`src/rtl/sadc_pkg.sv`:
```
package sadc_pkg;
    localparam int unsigned REG_W    = 32;
    localparam int unsigned ADDR_W   = 8;
    localparam int unsigned N_INJ    = 4;
    localparam int unsigned INJ_OFSW = 12;
    localparam int unsigned STAT_W   = 6;
    localparam int unsigned STEP     = 7;

    localparam logic [ADDR_W-1:0] A_STAT  = 8'h00;
    localparam logic [ADDR_W-1:0] A_CTL1  = 8'h04;
    localparam logic [ADDR_W-1:0] A_CTL2  = 8'h08;
    localparam logic [ADDR_W-1:0] A_SMP1  = 8'h0C;
    localparam logic [ADDR_W-1:0] A_SMP2  = 8'h10;
    localparam logic [ADDR_W-1:0] A_IOFS0 = 8'h14;
    localparam logic [ADDR_W-1:0] A_HIGH  = 8'h24;
    localparam logic [ADDR_W-1:0] A_LOW   = 8'h28;
    localparam logic [ADDR_W-1:0] A_SEQ1  = 8'h2C;
    localparam logic [ADDR_W-1:0] A_SEQ2  = 8'h30;
    localparam logic [ADDR_W-1:0] A_SEQ3  = 8'h34;
    localparam logic [ADDR_W-1:0] A_ISEQ  = 8'h38;
    localparam logic [ADDR_W-1:0] A_IDAT0 = 8'h3C;
    localparam logic [ADDR_W-1:0] A_DATA  = 8'h4C;

    localparam logic [REG_W-1:0] HIGH_RST = 32'h0000_0FFF;

    localparam int unsigned B_ON    = 0;
    localparam int unsigned B_ALIGN = 11;
    localparam int unsigned B_START = 30;
    localparam int unsigned B_RES   = 24;
    localparam int unsigned CTL2_RD_W = 28;

    typedef enum logic {
        ST_IDLE  = 1'b0,
        ST_ARMED = 1'b1
    } start_state_t;

    function automatic logic [REG_W-1:0] res_mask(input logic [1:0] sel);
        logic [REG_W-1:0] m;
        unique case (sel)
            2'd0: m = 32'h0000_0FFF;
            2'd1: m = 32'h0000_03FF;
            2'd2: m = 32'h0000_00FF;
            default: m = 32'h0000_003F;
        endcase
        return m;
    endfunction
endpackage

```
`src/rtl/sadc_start_fsm.sv`:
```
module sadc_start_fsm
    import sadc_pkg::*;
(
    input  logic clk,
    input  logic rst_n,
    input  logic ctl2_wr_i,
    input  logic start_bit_i,
    input  logic dr_rd_i,
    input  logic on_i,
    output logic armed_o,
    output logic conv_o
);
    start_state_t state_q, state_d;

    // state register
    always_ff @(posedge clk) begin
        if (!rst_n) state_q <= ST_IDLE;
        else        state_q <= state_d;
    end

    // transitions: T_ARM, T_DISARM (writes win), T_FIRE
    always_comb begin
        state_d = state_q;
        unique case (state_q)
            ST_IDLE: begin
                if (ctl2_wr_i && start_bit_i) state_d = ST_ARMED;
            end
            ST_ARMED: begin
                if (ctl2_wr_i)                state_d = start_bit_i ? ST_ARMED : ST_IDLE;
                else if (dr_rd_i && on_i)     state_d = ST_IDLE;
            end
            default: state_d = ST_IDLE;
        endcase
    end

    // outputs
    always_comb begin
        armed_o = (state_q == ST_ARMED);
        conv_o  = armed_o && dr_rd_i && on_i;
    end

    // a fired conversion leaves the machine idle unless re-armed in the same cycle
    a_r12_one_shot: assert property (@(posedge clk) disable iff (!rst_n)
        conv_o |=> (!armed_o || $past(ctl2_wr_i && start_bit_i)));
endmodule

```
`src/rtl/sadc_data_gen.sv`:
```
module sadc_data_gen
    import sadc_pkg::*;
(
    input  logic             clk,
    input  logic             rst_n,
    input  logic             conv_i,
    input  logic [1:0]       res_i,
    input  logic             align_i,
    output logic [REG_W-1:0] result_o
);
    logic [REG_W-1:0] stored_q;
    logic [REG_W-1:0] stepped;

    always_comb begin
        stepped  = (stored_q + REG_W'(STEP)) & res_mask(res_i);
        result_o = align_i ? ((stepped << 1) & 32'h0000_FFF0) : stepped;
    end

    always_ff @(posedge clk) begin
        if (!rst_n)      stored_q <= '0;
        else if (conv_i) stored_q <= stepped;
    end

    // after a conversion the stored value fits the resolution in force then
    a_r4_masked: assert property (@(posedge clk) disable iff (!rst_n)
        conv_i |=> ((stored_q & ~res_mask($past(res_i))) == '0));
    // without a conversion the stored value does not move
    a_r3_hold: assert property (@(posedge clk) disable iff (!rst_n)
        !conv_i |=> $stable(stored_q));
endmodule

```
`src/rtl/sadc_inj_bank.sv`:
```
module sadc_inj_bank
    import sadc_pkg::*;
#(
    parameter int unsigned N    = N_INJ,
    parameter int unsigned OFSW = INJ_OFSW
) (
    input  logic                    clk,
    input  logic                    rst_n,
    input  logic [N-1:0]            ofs_wr_i,
    input  logic [N-1:0]            dat_wr_i,
    input  logic [REG_W-1:0]        wdata_i,
    output logic [N-1:0][REG_W-1:0] ofs_rd_o,
    output logic [N-1:0][REG_W-1:0] dat_rd_o
);
    localparam int unsigned PAD = REG_W - OFSW;

    for (genvar i = 0; i < N; i++) begin : g_ent
        logic [OFSW-1:0]  ofs_q;
        logic [REG_W-1:0] dat_q;

        always_ff @(posedge clk) begin
            if (!rst_n) begin
                ofs_q <= '0;
                dat_q <= '0;
            end else begin
                if (ofs_wr_i[i]) ofs_q <= wdata_i[OFSW-1:0];
                if (dat_wr_i[i]) dat_q <= wdata_i;
            end
        end

        always_comb begin
            ofs_rd_o[i] = {{PAD{1'b0}}, ofs_q};
            dat_rd_o[i] = dat_q - {{PAD{1'b0}}, ofs_q};
        end
    end
endmodule

```
`src/rtl/synth_adc_regs.sv`:
```
module synth_adc_regs
    import sadc_pkg::*;
(
    input  logic              clk,
    input  logic              rst_n,
    input  logic [ADDR_W-1:0] bus_addr,
    input  logic              bus_wr,
    input  logic              bus_rd,
    input  logic [REG_W-1:0]  bus_wdata,
    output logic [REG_W-1:0]  bus_rdata,
    output logic              irq
);
    localparam int unsigned TOP_PAD = REG_W - CTL2_RD_W;

    logic [REG_W-1:0] stat_q, ctl1_q, ctl2_q, smp1_q, smp2_q;
    logic [REG_W-1:0] high_q, low_q, seq1_q, seq2_q, seq3_q, iseq_q;
    logic [N_INJ-1:0] ofs_wr, dat_wr;
    logic [N_INJ-1:0][REG_W-1:0] ofs_rd, dat_rd;
    logic [REG_W-1:0] conv_val, rd_mux;
    logic dr_rd, ctl2_wr, conv, armed;

    assign dr_rd   = bus_rd && (bus_addr == A_DATA);
    assign ctl2_wr = bus_wr && (bus_addr == A_CTL2);
    assign irq     = 1'b0;

    for (genvar i = 0; i < N_INJ; i++) begin : g_dec
        assign ofs_wr[i] = bus_wr && (bus_addr == A_IOFS0 + ADDR_W'(4 * i));
        assign dat_wr[i] = bus_wr && (bus_addr == A_IDAT0 + ADDR_W'(4 * i));
    end

    sadc_start_fsm u_fsm (
        .clk         (clk),
        .rst_n       (rst_n),
        .ctl2_wr_i   (ctl2_wr),
        .start_bit_i (bus_wdata[B_START]),
        .dr_rd_i     (dr_rd),
        .on_i        (ctl2_q[B_ON]),
        .armed_o     (armed),
        .conv_o      (conv)
    );

    sadc_data_gen u_gen (
        .clk      (clk),
        .rst_n    (rst_n),
        .conv_i   (conv),
        .res_i    (ctl1_q[B_RES+1:B_RES]),
        .align_i  (ctl2_q[B_ALIGN]),
        .result_o (conv_val)
    );

    sadc_inj_bank u_inj (
        .clk      (clk),
        .rst_n    (rst_n),
        .ofs_wr_i (ofs_wr),
        .dat_wr_i (dat_wr),
        .wdata_i  (bus_wdata),
        .ofs_rd_o (ofs_rd),
        .dat_rd_o (dat_rd)
    );

    always_ff @(posedge clk) begin
        if (!rst_n) begin
            stat_q <= '0; ctl1_q <= '0; ctl2_q <= '0; smp1_q <= '0;
            smp2_q <= '0; high_q <= HIGH_RST; low_q <= '0; seq1_q <= '0;
            seq2_q <= '0; seq3_q <= '0; iseq_q <= '0;
        end else if (bus_wr) begin
            unique case (bus_addr)
                A_STAT: stat_q <= stat_q & {{(REG_W-STAT_W){1'b0}}, bus_wdata[STAT_W-1:0]};
                A_CTL1: ctl1_q <= bus_wdata;
                A_CTL2: ctl2_q <= bus_wdata;
                A_SMP1: smp1_q <= bus_wdata;
                A_SMP2: smp2_q <= bus_wdata;
                A_HIGH: high_q <= bus_wdata;
                A_LOW:  low_q  <= bus_wdata;
                A_SEQ1: seq1_q <= bus_wdata;
                A_SEQ2: seq2_q <= bus_wdata;
                A_SEQ3: seq3_q <= bus_wdata;
                A_ISEQ: iseq_q <= bus_wdata;
                default: ;
            endcase
        end
    end

    always_comb begin
        rd_mux = '0;
        unique case (bus_addr)
            A_STAT: rd_mux = stat_q;
            A_CTL1: rd_mux = ctl1_q;
            A_CTL2: rd_mux = {{TOP_PAD{1'b0}}, ctl2_q[CTL2_RD_W-1:0]};
            A_SMP1: rd_mux = smp1_q;
            A_SMP2: rd_mux = smp2_q;
            A_HIGH: rd_mux = high_q;
            A_LOW:  rd_mux = low_q;
            A_SEQ1: rd_mux = seq1_q;
            A_SEQ2: rd_mux = seq2_q;
            A_SEQ3: rd_mux = seq3_q;
            A_ISEQ: rd_mux = iseq_q;
            A_DATA: rd_mux = conv ? conv_val : '0;
            default: rd_mux = '0;
        endcase
        for (int i = 0; i < N_INJ; i++) begin
            if (bus_addr == A_IOFS0 + ADDR_W'(4 * i)) rd_mux = ofs_rd[i];
            if (bus_addr == A_IDAT0 + ADDR_W'(4 * i)) rd_mux = dat_rd[i];
        end
    end

    always_ff @(posedge clk) begin
        if (!rst_n)      bus_rdata <= '0;
        else if (bus_rd) bus_rdata <= rd_mux;
    end

    // a data read that does not fire a conversion returns 0
    a_r3_idle_zero: assert property (@(posedge clk) disable iff (!rst_n)
        (dr_rd && !(armed && ctl2_q[B_ON])) |=> (bus_rdata == '0));
    // the top control-2 bits never read back
    a_r7_ctl2_top: assert property (@(posedge clk) disable iff (!rst_n)
        (bus_rd && bus_addr == A_CTL2) |=> (bus_rdata[REG_W-1:CTL2_RD_W] == '0));
    // status bits can only be cleared, never gained
    a_r6_stat_clear_only: assert property (@(posedge clk) disable iff (!rst_n)
        1'b1 |=> ((stat_q & ~$past(stat_q)) == '0));
endmodule

```
`config.mk`:
```
export PLATFORM = sky130hd
export DESIGN_NAME = synth_adc_regs
export DESIGN_NICKNAME = d
export VERILOG_FILES = /design/src/rtl/sadc_pkg.sv /design/src/rtl/sadc_start_fsm.sv /design/src/rtl/sadc_data_gen.sv /design/src/rtl/sadc_inj_bank.sv /design/src/rtl/synth_adc_regs.sv
export SDC_FILE = /design/constraint.sdc
export NUM_CORES = 1
export LEC_CHECK = 0
export ABC_AREA = 1
export CAP_MARGIN = 10
export CELL_PAD_IN_SITES_DETAIL_PLACEMENT = 0
export CELL_PAD_IN_SITES_GLOBAL_PLACEMENT = 2
export CORE_MARGIN = 3
export CORE_UTILIZATION = 32
export DETAILED_ROUTE_END_ITERATION = 7
export GPL_TIMING_DRIVEN = 0
export PLACE_DENSITY = 0.85
export SKIP_CTS_REPAIR_TIMING = 1
export SLEW_MARGIN = 20
export SYNTH_ARGS = -nofsm -noshare
export SYNTH_HDL_FRONTEND = slang
export SYNTH_SLANG_ARGS = --single-unit
```
`constraint.sdc`:
```
create_clock -name clk -period 2 [get_ports clk]
set_input_delay 0.3 -clock clk [delete_from_list [all_inputs] [get_ports clk]]
set_output_delay 0.3 -clock clk [all_outputs]
set_load 0.05 [all_outputs]
```
==> run_results.csv <==
group,metric,value,unit
placed_design,place_area,29500,um2
logic_synthesis,synth_area,27300,um2
critical_path,cp_slowest_cell,"fa_2",
layout,seqCellArea,10900,um2
pwr,leakage,14.8,nW
drt,post_drt_wl_per_cell,25.1,um
critical_path,path_buf_inv,0,
clock_network,cts_tree,"built",
clock_network,cts_buffers,67,
sta,finalCritPeriodShare,129,%
logic_synthesis,yosys.cell_types.count,48,
worst_hold_path,hold_end,"u_inj.g_ent[0].dat_q[4]",
sta,rsz0062_at_grt,"yes",
layout,final_common_cell,"nand2_1",
job,cap_violations,0,
sta,setup_slack,-587,ps
logic_synthesis,synth_cells,4044,
critical_path,cp_cell_sequence,"ha_4, fa_2, o21ai_4, nand3_2, nand2_2, nand2_2, nand3_4, nand4_1, nand2_1, nand4_1, nand2_1, a21oi_1",
floorplan,die_w,298,um
clock_network,clockRootBuffer,"clkbuf_16",
sta,maxSlewViolCount,0,
layout,fin_util,42.3,%
critical_path,reg2regPathDepth,12,
sta,max_clock_freq,387,MHz
sta,fin_crit,2590,ps
critical_path,r2r_start,"u_inj.g_ent[0].ofs_q[0]",
pwr,pwr_density_cell,713,nW/um2
global_route,grt_remaining_overflow,0,
layout,drive_gt1_share,20.5,%
critical_path,crit_family,"simple AND/OR/NAND/NOR gates",
global_route,grt_max_degree,13,
critical_path,reg2reg_to,"bus_rdata[8]",
placed_design,dp_cells,5243,
critical_path,worst_setup_path_start_kind,"flop",
drt,dr.pass1.iters,8,
critical_path,endpoint_kind,"flop",
run_status,status,"complete, but fails checks",
logic_synthesis,synthArstFlopShare,0,%
critical_path,rrSetupSlack,-590,ps
floorplan,die-area,88900,um2
clock_network,cts_buffer_depth,3,
logic_synthesis,synth_edf_count,0,
floorplan,die_h,298,um
pwr,vdd_drop_max,581,uV
drt,viasPerCell,5.56,
drt,ant_nets,0,
layout,fillCellCount,8955,
worst_hold_path,hold_class,"in -> reg",
placed_design,dp_hpwl,102,mm
sta,finalSetupViolCount,31,
layout,final_area,35600,um2
global_route,grt_first_pass_wirelength,190,mm
logic_synthesis,synth_area_per_cell,6.76,um2
global_route,antenna_found_initial,2,
worst_hold_path,min_from,"bus_wdata[4]",
layout,fin_cells,5482,
sta,setup_tns,-8240,ps
drt,drt-total-wl,138,mm
sta,hold_slack,362,ps
layout,area_growth,30.3,%
clock_network,htree_levels,3,
sta,fin_worst_skew,28.8,ps
logic_synthesis,synth_flop_cell,"dfxtp_1",
global_route,grt_pass1_vias,26600,
sta,hold_viol_final,0,
critical_path,criticalPathCategory,"reg -> reg",
layout,layout_common_cells,"nand2_1 (637), a21oi_1 (567), o21ai_0 (519), dfxtp_1 (504), inv_1 (354)",
logic_synthesis,ys_seq_elements,543,
placed_design,port_buffers,65,
sta,tightest_slew,1180,ps
critical_path,cp_max_fo,4,
floorplan,core,84100,um2
critical_path,required,2500,ps
floorplan,start_util,32.5,%
drt,num_vias,30500,
layout,multi_input_area,16400,um2
drt,drt_iter0_markers,3620,
drt,drc_errors,2,
logic_synthesis,yosysWarnings,0,
logic_synthesis,syn-num-nets,4141,
logic_synthesis,yosysSeqAreaShare,39.8,%
clock_network,clock_latency,640,ps
floorplan,rows,106,
floorplan,io_pins,77,
clock_network,clk_pin_slew,60,ps
layout,layout.nets,4396,
pwr,p_total,25.4,mW
critical_path,arrival,3090,ps
sta,max_slew_margin,21.0,%
placed_design,gp_congestion,0.955,
clock_network,cts.sinks,543,
worst_hold_path,whs_path_depth,3,
global_route,grt_usage,28.9,%
placed_design,pre_cts_ws,-1450,ps
critical_path,max_stage_delay,400,ps
run_status,violations,"design-rule violations, negative setup slack",
-- kinds of logic after synthesis --
logic type / count (synthesis) / synth area share (%)
and+or+nand+nor: 1470 / 23.0
AOI/OAI and AO/OA: 1277 / 24.1
buffers and inverters: 676 / 9.75
DFF: 543 / 39.8
adders and majority gates: 53 / 2.54
xor gates and xnor gates: 24 / 0.769
other: 1 / 0.0137
-- layout make-up --
cell class	instances	share of cell area [%]
diodes	1	0.00703
plain buffers	233	3.40
clock buffers	95	5.35
clock inverters	22	0.896
inverters	443	4.79
multi-input cells	2828	46.0
flip-flops and latches	543	30.7
well taps	1134	3.99
repair buffers	182	4.82
repair inverters	1	0.0246
-- power breakdown --
group | total (mW) | internal, mW | switching, mW | leakage (nW)
sequential | 10.9 | 10.9 | 0.0286 | 4.40
clock | 12.7 | 7.35 | 5.36 | 1.09
combinational | 1.80 | 0.445 | 1.35 | 9.36
total | 25.4 | 18.6 | 6.74 | 14.8
-- sequential cells by signal, summed over array words and instances (netlist names) --
signal / flops
seq3_q: 32
stat_q: 6
high_q: 32
u_inj.g_ent.ofs_q: 48
seq1_q: 32
smp1_q: 32
low_q: 32
ctl1_q: 32
ctl2_q: 28
u_fsm.armed_o: 1
u_inj.g_ent.dat_q: 128
bus_rdata: 32
seq2_q: 32
iseq_q: 32
u_gen.stored_q: 12
smp2_q: 32
-- routing by layer --
layer	global-route usage (%)	wire, um
met1	42.6	62600
met2	43.3	59100
met3	4.12	11600
met4	9.05	4410
met5	0	0
-- how the worst max path moves through the flow --
stage                                  startpoint            end  depth (start not counted)
after floorplan           u_inj.g_ent[0].dat_q[0]  bus_rdata[16]                         13
after global placement                bus_addr[3]   bus_rdata[7]                         15
after detailed placement              bus_addr[3]  bus_rdata[29]                         11
after CTS                 u_inj.g_ent[1].ofs_q[8]  bus_rdata[21]                         13
after global routing      u_inj.g_ent[0].ofs_q[0]   bus_rdata[8]                         12
final                     u_inj.g_ent[0].ofs_q[0]   bus_rdata[8]                         12
-- cell usage after synthesis, drive strengths merged, types with 3 or more instances --
| library cell | n | area (um2) |
|---|---|---|
| o2111ai | 3 | 26.3 |
| clkbuf | 174 | 653 |
| xor2 | 17 | 149 |
| or2 | 9 | 56.3 |
| nand2 | 765 | 2900 |
| nor4 | 7 | 43.8 |
| nor3 | 26 | 130 |
| o21bai | 6 | 45.0 |
| ha | 49 | 613 |
| o211ai | 14 | 105 |
| a21oi | 624 | 3120 |
| nand3 | 292 | 1470 |
| nand3b | 9 | 67.6 |
| inv | 429 | 1610 |
| a22o | 7 | 61.3 |
| fa | 4 | 80.1 |
| nor2 | 290 | 1170 |
| o22ai | 14 | 87.6 |
| a221oi | 7 | 61.3 |
| a21o | 4 | 30.0 |
| nand4 | 69 | 432 |
| o21ai | 568 | 2840 |
| buf | 59 | 347 |
| a211oi | 4 | 30.0 |
| dfxtp | 543 | 10900 |
| a31oi | 17 | 106 |
| xnor2 | 7 | 61.3 |
| clkinv | 14 | 52.6 |
-- worst min-delay path, cell delays in order --
cell      delay (ps)
clkbuf_2         350
nand3_1          210
a21oi_1           60
Note: power is estimated with default switching activity, not from simulation.
